==> config.mk <==
export PLATFORM = sky130hd
export DESIGN_NAME = aspect_ctrl
export DESIGN_NICKNAME = d
export VERILOG_FILES = /design/src/rtl/asp_pkg.sv /design/src/rtl/asp_line_timer.sv /design/src/rtl/asp_mode_latch.sv /design/src/rtl/asp_window_gen.sv /design/src/rtl/asp_out_mux.sv /design/src/rtl/aspect_ctrl.sv
export SDC_FILE = /design/constraint.sdc
export NUM_CORES = 1
export LEC_CHECK = 0
export CAP_MARGIN = 10
export CELL_PAD_IN_SITES_DETAIL_PLACEMENT = 1
export CELL_PAD_IN_SITES_GLOBAL_PLACEMENT = 2
export CORE_AREA = 5 5 92 94
export CTS_BUF_LIST = sky130_fd_sc_hd__clkbuf_4
export DETAILED_ROUTE_END_ITERATION = 10
export DIE_AREA = 0 0 97 99
export PLACE_DENSITY = 0.95
export SYNTH_ARGS = -nofsm -noshare
export SYNTH_HDL_FRONTEND = slang
export SYNTH_SLANG_ARGS = --single-unit
==> constraint.sdc <==
create_clock -name clk -period 4.9 [get_ports clk]
set_input_delay 0.49 -clock clk [delete_from_list [all_inputs] [get_ports clk]]
set_output_delay 0.49 -clock clk [all_outputs]
set_load 0.01 [all_outputs]
==> src/rtl/asp_pkg.sv <==
package asp_pkg;

    typedef enum logic [2:0] {
        MD_BYP_MEM  = 3'd0,
        MD_LEFT     = 3'd1,
        MD_CENTRE   = 3'd2,
        MD_RIGHT    = 3'd3,
        MD_BYP_FULL = 3'd4
    } mode_e;

    typedef enum logic [1:0] {
        SRC_POST   = 2'd0,
        SRC_DIRECT = 2'd1,
        SRC_BLACK  = 2'd2,
        SRC_SIDE   = 2'd3
    } src_e;

    // Mode table; codes outside it fall back to direct pass-through
    function automatic mode_e decode_mode(input logic [2:0] bits);
        case (bits)
            3'b000:  return MD_BYP_MEM;
            3'b010:  return MD_LEFT;
            3'b100:  return MD_CENTRE;
            3'b110:  return MD_RIGHT;
            default: return MD_BYP_FULL;
        endcase
    endfunction

endpackage

==> src/rtl/asp_line_timer.sv <==
module asp_line_timer #(
    parameter int LINE_CYCLES = 3456,
    parameter int PW          = $clog2(LINE_CYCLES)
) (
    input  logic          clk,
    input  logic          rst_n,
    input  logic          line_ref,
    output logic          line_edge,
    output logic [PW-1:0] pos
);

    localparam logic [PW-1:0] POS_LAST = PW'(LINE_CYCLES - 1);

    typedef struct packed {
        logic          ref_seen;
        logic [PW-1:0] pos;
    } tmr_t;

    tmr_t st_d, st_q;

    assign line_edge = line_ref & ~st_q.ref_seen;
    assign pos       = st_q.pos;

    always_comb begin
        st_d          = st_q;
        st_d.ref_seen = line_ref;
        if (line_edge) begin
            st_d.pos = '0;
        end else if (st_q.pos != POS_LAST) begin
            st_d.pos = st_q.pos + 1'b1;
        end
    end

    always_ff @(posedge clk or negedge rst_n) begin
        if (!rst_n) begin
            st_q.ref_seen <= 1'b1;
            st_q.pos      <= POS_LAST;
        end else begin
            st_q <= st_d;
        end
    end

    // an edge restarts the line at position zero
    p_restart_r2: assert property (@(posedge clk) disable iff (!rst_n)
        line_edge |=> (pos == '0));

    // with no edge the position stays parked at the end
    p_park_r10: assert property (@(posedge clk) disable iff (!rst_n)
        (pos == POS_LAST && !line_edge) |=> (pos == POS_LAST));

endmodule

==> src/rtl/asp_mode_latch.sv <==
module asp_mode_latch
    import asp_pkg::*;
(
    input  logic       clk,
    input  logic       rst_n,
    input  logic       line_edge,
    input  logic [2:0] mode_sel,
    output mode_e      mode_cur
);

    typedef struct packed {
        mode_e mode;
    } ml_t;

    ml_t st_d, st_q;

    assign mode_cur = st_q.mode;

    always_comb begin
        st_d = st_q;
        if (line_edge) begin
            st_d.mode = decode_mode(mode_sel);
        end
    end

    always_ff @(posedge clk or negedge rst_n) begin
        if (!rst_n) begin
            st_q.mode <= MD_BYP_MEM;
        end else begin
            st_q <= st_d;
        end
    end

    // the mode only moves at a line edge
    p_mode_frozen_r7: assert property (@(posedge clk) disable iff (!rst_n)
        !line_edge |=> $stable(mode_cur));

    // an unlisted code lands on direct pass-through
    p_fallback_r1: assert property (@(posedge clk) disable iff (!rst_n)
        (line_edge && mode_sel == 3'b111) |=> (mode_cur == MD_BYP_FULL));

endmodule

==> src/rtl/asp_window_gen.sv <==
module asp_window_gen
    import asp_pkg::*;
#(
    parameter int PW          = 12,
    parameter int CLAMP_OPEN  = 84,
    parameter int CLAMP_CLOSE = 204,
    parameter int ACT_START   = 567,
    parameter int ACT_LEN     = 2808,
    parameter int COMP_LEN    = 1984
) (
    input  logic [PW-1:0] pos,
    input  mode_e         mode,
    output src_e          sel,
    output logic          clamp_win,
    output logic          rd_start,
    output logic [PW-1:0] rd_offset,
    output logic          rd_compress
);

    localparam int            SLACK  = ACT_LEN - COMP_LEN;
    localparam logic [PW-1:0] A_S    = PW'(ACT_START);
    localparam logic [PW-1:0] A_E    = PW'(ACT_START + ACT_LEN);
    localparam logic [PW-1:0] C_LEN  = PW'(COMP_LEN);
    localparam logic [PW-1:0] CL_O   = PW'(CLAMP_OPEN);
    localparam logic [PW-1:0] CL_C   = PW'(CLAMP_CLOSE);

    // Placement offsets for left, centre, right: 0, half slack, full slack
    logic [PW-1:0] place_off [3];
    for (genvar g = 0; g < 3; g++) begin : g_place
        assign place_off[g] = PW'((SLACK * g) / 2);
    end

    logic [PW-1:0] rd_begin;
    logic [PW-1:0] comp_end;
    logic          in_act;
    logic          in_comp;

    always_comb begin
        rd_offset   = '0;
        rd_compress = 1'b0;
        case (mode)
            MD_LEFT:   begin rd_offset = place_off[0]; rd_compress = 1'b1; end
            MD_CENTRE: begin rd_offset = place_off[1]; rd_compress = 1'b1; end
            MD_RIGHT:  begin rd_offset = place_off[2]; rd_compress = 1'b1; end
            default:   begin rd_offset = '0;           rd_compress = 1'b0; end
        endcase

        rd_begin  = A_S + rd_offset;
        comp_end  = rd_begin + C_LEN;
        in_act    = (pos >= A_S) && (pos < A_E);
        in_comp   = (pos >= rd_begin) && (pos < comp_end);
        clamp_win = (pos >= CL_O) && (pos < CL_C);

        case (mode)
            MD_BYP_FULL: sel = SRC_DIRECT;
            MD_BYP_MEM:  sel = in_act ? SRC_POST : SRC_BLACK;
            default:     sel = !in_act ? SRC_BLACK : (in_comp ? SRC_POST : SRC_SIDE);
        endcase

        rd_start = (mode != MD_BYP_FULL) && (pos == rd_begin);
    end

endmodule

==> src/rtl/asp_out_mux.sv <==
module asp_out_mux
    import asp_pkg::*;
#(
    parameter int DW = 10
) (
    input  logic                clk,
    input  logic                rst_n,
    input  src_e                sel,
    input  logic [3:0][DW-1:0]  src_px,
    output logic [DW-1:0]       pix
);

    typedef struct packed {
        logic [DW-1:0] pix;
    } om_t;

    om_t st_d, st_q;

    assign pix = st_q.pix;

    always_comb begin
        st_d     = st_q;
        st_d.pix = src_px[sel];
    end

    always_ff @(posedge clk or negedge rst_n) begin
        if (!rst_n) begin
            st_q.pix <= '0;
        end else begin
            st_q <= st_d;
        end
    end

endmodule

==> src/rtl/aspect_ctrl.sv <==
module aspect_ctrl
    import asp_pkg::*;
#(
    parameter int DW          = 10,
    parameter int LINE_CYCLES = 3456,
    parameter int CLAMP_OPEN  = 84,
    parameter int CLAMP_CLOSE = 204,
    parameter int ACT_START   = 567,
    parameter int ACT_LEN     = 2808,
    parameter int COMP_LEN    = 1984
) (
    input  logic                           clk,
    input  logic                           rst_n,
    input  logic                           line_ref,
    input  logic [2:0]                     mode_sel,
    input  logic [DW-1:0]                  post_px,
    input  logic [DW-1:0]                  direct_px,
    input  logic [DW-1:0]                  black_px,
    input  logic [DW-1:0]                  side_px,
    output logic [DW-1:0]                  pix_out,
    output logic [1:0]                     src_sel,
    output logic                           clamp_win,
    output logic                           rd_start,
    output logic [$clog2(LINE_CYCLES)-1:0] rd_offset,
    output logic                           rd_compress
);

    localparam int PW = $clog2(LINE_CYCLES);

    logic               line_edge;
    logic [PW-1:0]      pos;
    mode_e              mode_cur;
    src_e               sel;
    logic [3:0][DW-1:0] px_bus;

    asp_line_timer #(
        .LINE_CYCLES (LINE_CYCLES),
        .PW          (PW)
    ) u_timer (
        .clk       (clk),
        .rst_n     (rst_n),
        .line_ref  (line_ref),
        .line_edge (line_edge),
        .pos       (pos)
    );

    asp_mode_latch u_mode (
        .clk       (clk),
        .rst_n     (rst_n),
        .line_edge (line_edge),
        .mode_sel  (mode_sel),
        .mode_cur  (mode_cur)
    );

    asp_window_gen #(
        .PW          (PW),
        .CLAMP_OPEN  (CLAMP_OPEN),
        .CLAMP_CLOSE (CLAMP_CLOSE),
        .ACT_START   (ACT_START),
        .ACT_LEN     (ACT_LEN),
        .COMP_LEN    (COMP_LEN)
    ) u_win (
        .pos         (pos),
        .mode        (mode_cur),
        .sel         (sel),
        .clamp_win   (clamp_win),
        .rd_start    (rd_start),
        .rd_offset   (rd_offset),
        .rd_compress (rd_compress)
    );

    assign px_bus  = {side_px, black_px, direct_px, post_px};
    assign src_sel = sel;

    asp_out_mux #(
        .DW (DW)
    ) u_mux (
        .clk    (clk),
        .rst_n  (rst_n),
        .sel    (sel),
        .src_px (px_bus),
        .pix    (pix_out)
    );

    // a read start always coincides with the buffer sample being chosen
    p_start_on_post_r6: assert property (@(posedge clk) disable iff (!rst_n)
        rd_start |-> (src_sel == 2'd0));

    // a read start is a single-cycle pulse
    p_single_start_r5: assert property (@(posedge clk) disable iff (!rst_n)
        rd_start |=> !rd_start);

    // the clamp window never overlaps picture or side panel output
    p_clamp_blank_r3: assert property (@(posedge clk) disable iff (!rst_n)
        clamp_win |-> (src_sel == 2'd1 || src_sel == 2'd2));

    // a side selection reaches the output one clock later
    p_side_pass_r8: assert property (@(posedge clk) disable iff (!rst_n)
        (src_sel == 2'd3) |=> (pix_out == $past(side_px)));

endmodule

==> reports/qor.yml <==
cpPeakStageDelay_ps: 490
worstReg2RegEnd: "u_mux.pix[0]$_DFF_PN0_"
cts_resized: 0
p_int_mw: 0.398
required_ps: 4410
multiInputGateArea_mm2: 0.00123
coreArea_mm2: 0.00757
synthSimpleGateAreaFrac: 0.231
grt_first_pass_wirelength_um: 10200
r2r-start: "u_mode.mode_cur[1]$_DFFE_PN0P_"
syn_area_mm2: 0.00211
power_switching_share: 0.343
synth_area_per_cell_um2: 8.72
numCtsBuffers: 3
final_antenna_net_count: 0
finalNonFillerCells: 399
cts.sinks: 26
startpoint: "u_mode.mode_cur[1]$_DFFE_PN0P_"
vias: 1929
skew_ps: 16.3
synth-seq-cells: 26
syn_to_final_growth_pct: 32.5
drtPass1Iterations: 4
maxSlewViolCount: 0
cts_buffer_depth: 2
hpwl_um: 5060
critPathCaptureType: "primary output"
min_period_ps: 4350
synthCells: 242
start_kind: "flop"
critPathSlowestCell: "nor2b_2"
tns_ps: 0
die-width_um: 97
crit_end: "src_sel[1]"
pwr-share-seq: 0.469
grt_pass1_vias: 2040
crit_chain: "nor2b_2, or2b_1, inv_1, ha_1, a211oi_1, nor4_1, o21ai_1, o211ai_2, o31a_1, clkdlybuf4s50_1"
io_pins: 73
crit_family: "compound AO/OA/AOI/OAI gates"
synth.distinct_cells: 51
dpl.cell_count: 395
synth-xor-area-share: 0.0421
switching_power_mw: 0.208
hold_viol: 0
cts_root_buf: "clkbuf_4"
die_h_um: 99
grt_setup_unrepaired: "false"
status: "finished clean"
relSlewSlack: 0.380
dieArea_mm2: 0.00960
critPathBufInv: 2
start_util: 0.279
grt_antenna_before_repair: 0
critPathKind: "flop to primary output"
wl_um: 6390
drt-vias-per-instance: 4.83
yosys_warnings: 0
cts_hold_buffers: 0
gp_congestion: 0.921
pwr-share-clk: 0.161
power_density_mw_per_mm2: 217
drcViolationCount: 0
path_clk_slew_ps: 160
final_nets: 358
nFillCells: 893
antenna_cells: 0
cts_htree_levels: 1
cts_tree: "built"
cap_violations: 0
gr-usage-all-layers: 0.131
dr.first_iter.drc_count: 27
leakagePower_nw: 1.13
wire_per_inst_um: 16.0
min_path_type: "primary input to async pin"
fin_crit_sh: 0.888
drive_above_1_share: 0.118
clock_latency_ps: 330
synth_compound_area_frac: 0.219
grt_remaining_overflow: 0
worstPathArrival_ps: 3860
regArea_um2: 664
layout_common_cells: "clkdlybuf4s50_1, o21ai_0, nor2_1"
fp-row-count: 32
reg2reg_slack_ps: 1600
worst_pin_slew_ps: 927
r2r_cells: 10
synth_top_family_by_area: "simple AND/OR/NAND/NOR gates"
setup_violations: 0
crit_fanout: 22
grt_max_degree: 27
post_cts_buffers: 0
fmax_ghz: 0.230
pwr-share-comb: 0.371
yosysSeqAreaShare: 0.315
synth_adder_area_share: 0.0830
numPortBuffers: 67
final_common_cell: "clkdlybuf4s50_1"
cp.depth: 10
vdd_drop_max_uv: 84.7
synth_mux_area_frac: 0
==> per-stage QoR <==
step	total power, mW	worst slack, ps	util	area, µm²	hold WS (ps)
3_3_place_gp	0.507	1100	0.366	2770	515
5_1_grt	0.649	322	0.370	2800	514
3_5_place_dp	0.516	954	0.366	2770	543
2_1_floorplan	0.412	2010	-	2130	194
6_report	0.607	549	0.370	2800	503
4_1_cts	0.616	544	0.370	2800	514
==> logic make-up after synthesis <==
group	count (synthesis)
xor+xnor	8
fa+ha+maj	14
simple gates	85
other cells	1
compound gates	69
buf+inv	39
flops	26
==> Yosys cell counts (all sizes together) <==
master	count	area (µm²)
a2111oi	1	15.0
a211o	1	8.76
a211oi	1	7.51
a21oi	18	124
a31oi	2	12.5
and2b	2	16.3
and3	1	7.51
and3b	1	10.0
and4	2	20.0
and4b	1	10.0
buf	15	118
clkbuf	5	32.5
clkdlybuf4s18	1	10.0
conb	1	3.75
dfrtp	15	375
dfstp	11	289
ha	14	175
inv	18	67.6
nand2	16	60.1
nand2b	3	18.8
nand3	7	40.0
nand3b	13	97.6
nand4	6	43.8
nor2	21	78.8
nor2b	4	27.5
nor3	1	5.00
nor3b	2	15.0
nor4	1	6.26
nor4bb	1	10.0
o211ai	6	50.1
o21a	1	7.51
o21ai	28	140
o31a	11	97.6
or2b	2	15.0
or3	1	6.26
xnor2	3	45.1
xor2	5	43.8
==> power by group through the flow <==
stage               logic (mW)  clock network, mW  registers, mW
global placement         0.220                  0          0.287
CTS                      0.229              0.102          0.285
finish                   0.225             0.0974          0.284
global route             0.248              0.110          0.290
detailed placement       0.228                  0          0.288
floorplan                0.127                  0          0.285
==> area by class of cell <==
cell class | count | share of cell area
well taps | 102 | 0.0456
multi-input cells | 181 | 0.441
inverters | 18 | 0.0242
clock inverters | 1 | 0.00134
flip-flops and latches | 26 | 0.237
repair buffers | 68 | 0.242
clock buffers | 3 | 0.00805
==> registers in the layout, indices dropped and copies added, names as in the netlist <==
name / flops
u_mode.mode_cur: 3
u_mux.pix: 10
u_timer.pos: 12
u_timer.st_q: 1
==> per-layer routing <==
| metal | up-vias | routed length (µm) | track usage |
|---|---|---|---|
| met4 | 0 | 8 | 0.0324 |
| met2 | 29 | 3460 | 0.242 |
| met5 | - | 0 | 0 |
| met1 | 950 | 2760 | 0.162 |
| li1 | 948 | - | - |
| met3 | 2 | 167 | 0.0134 |
==> worst min-delay path by stage <==
stage                                              start                              to  slack, ps  depth (start not counted)
after CTS                                          rst_n          u_mux.pix[0]$_DFF_PN0_        510                          2
after global routing                               rst_n          u_mux.pix[7]$_DFF_PN0_        510                          2
after floorplan                                    rst_n  u_mode.mode_cur[0]$_DFFE_PN0P_        190                          0
after global placement    u_mode.mode_cur[1]$_DFFE_PN0P_  u_mode.mode_cur[1]$_DFFE_PN0P_        510                          2
after detailed placement  u_mode.mode_cur[1]$_DFFE_PN0P_  u_mode.mode_cur[1]$_DFFE_PN0P_        540                          2
final                                              rst_n          u_mux.pix[7]$_DFF_PN0_        500                          2
Note: power is estimated with default switching activity, not from simulation.
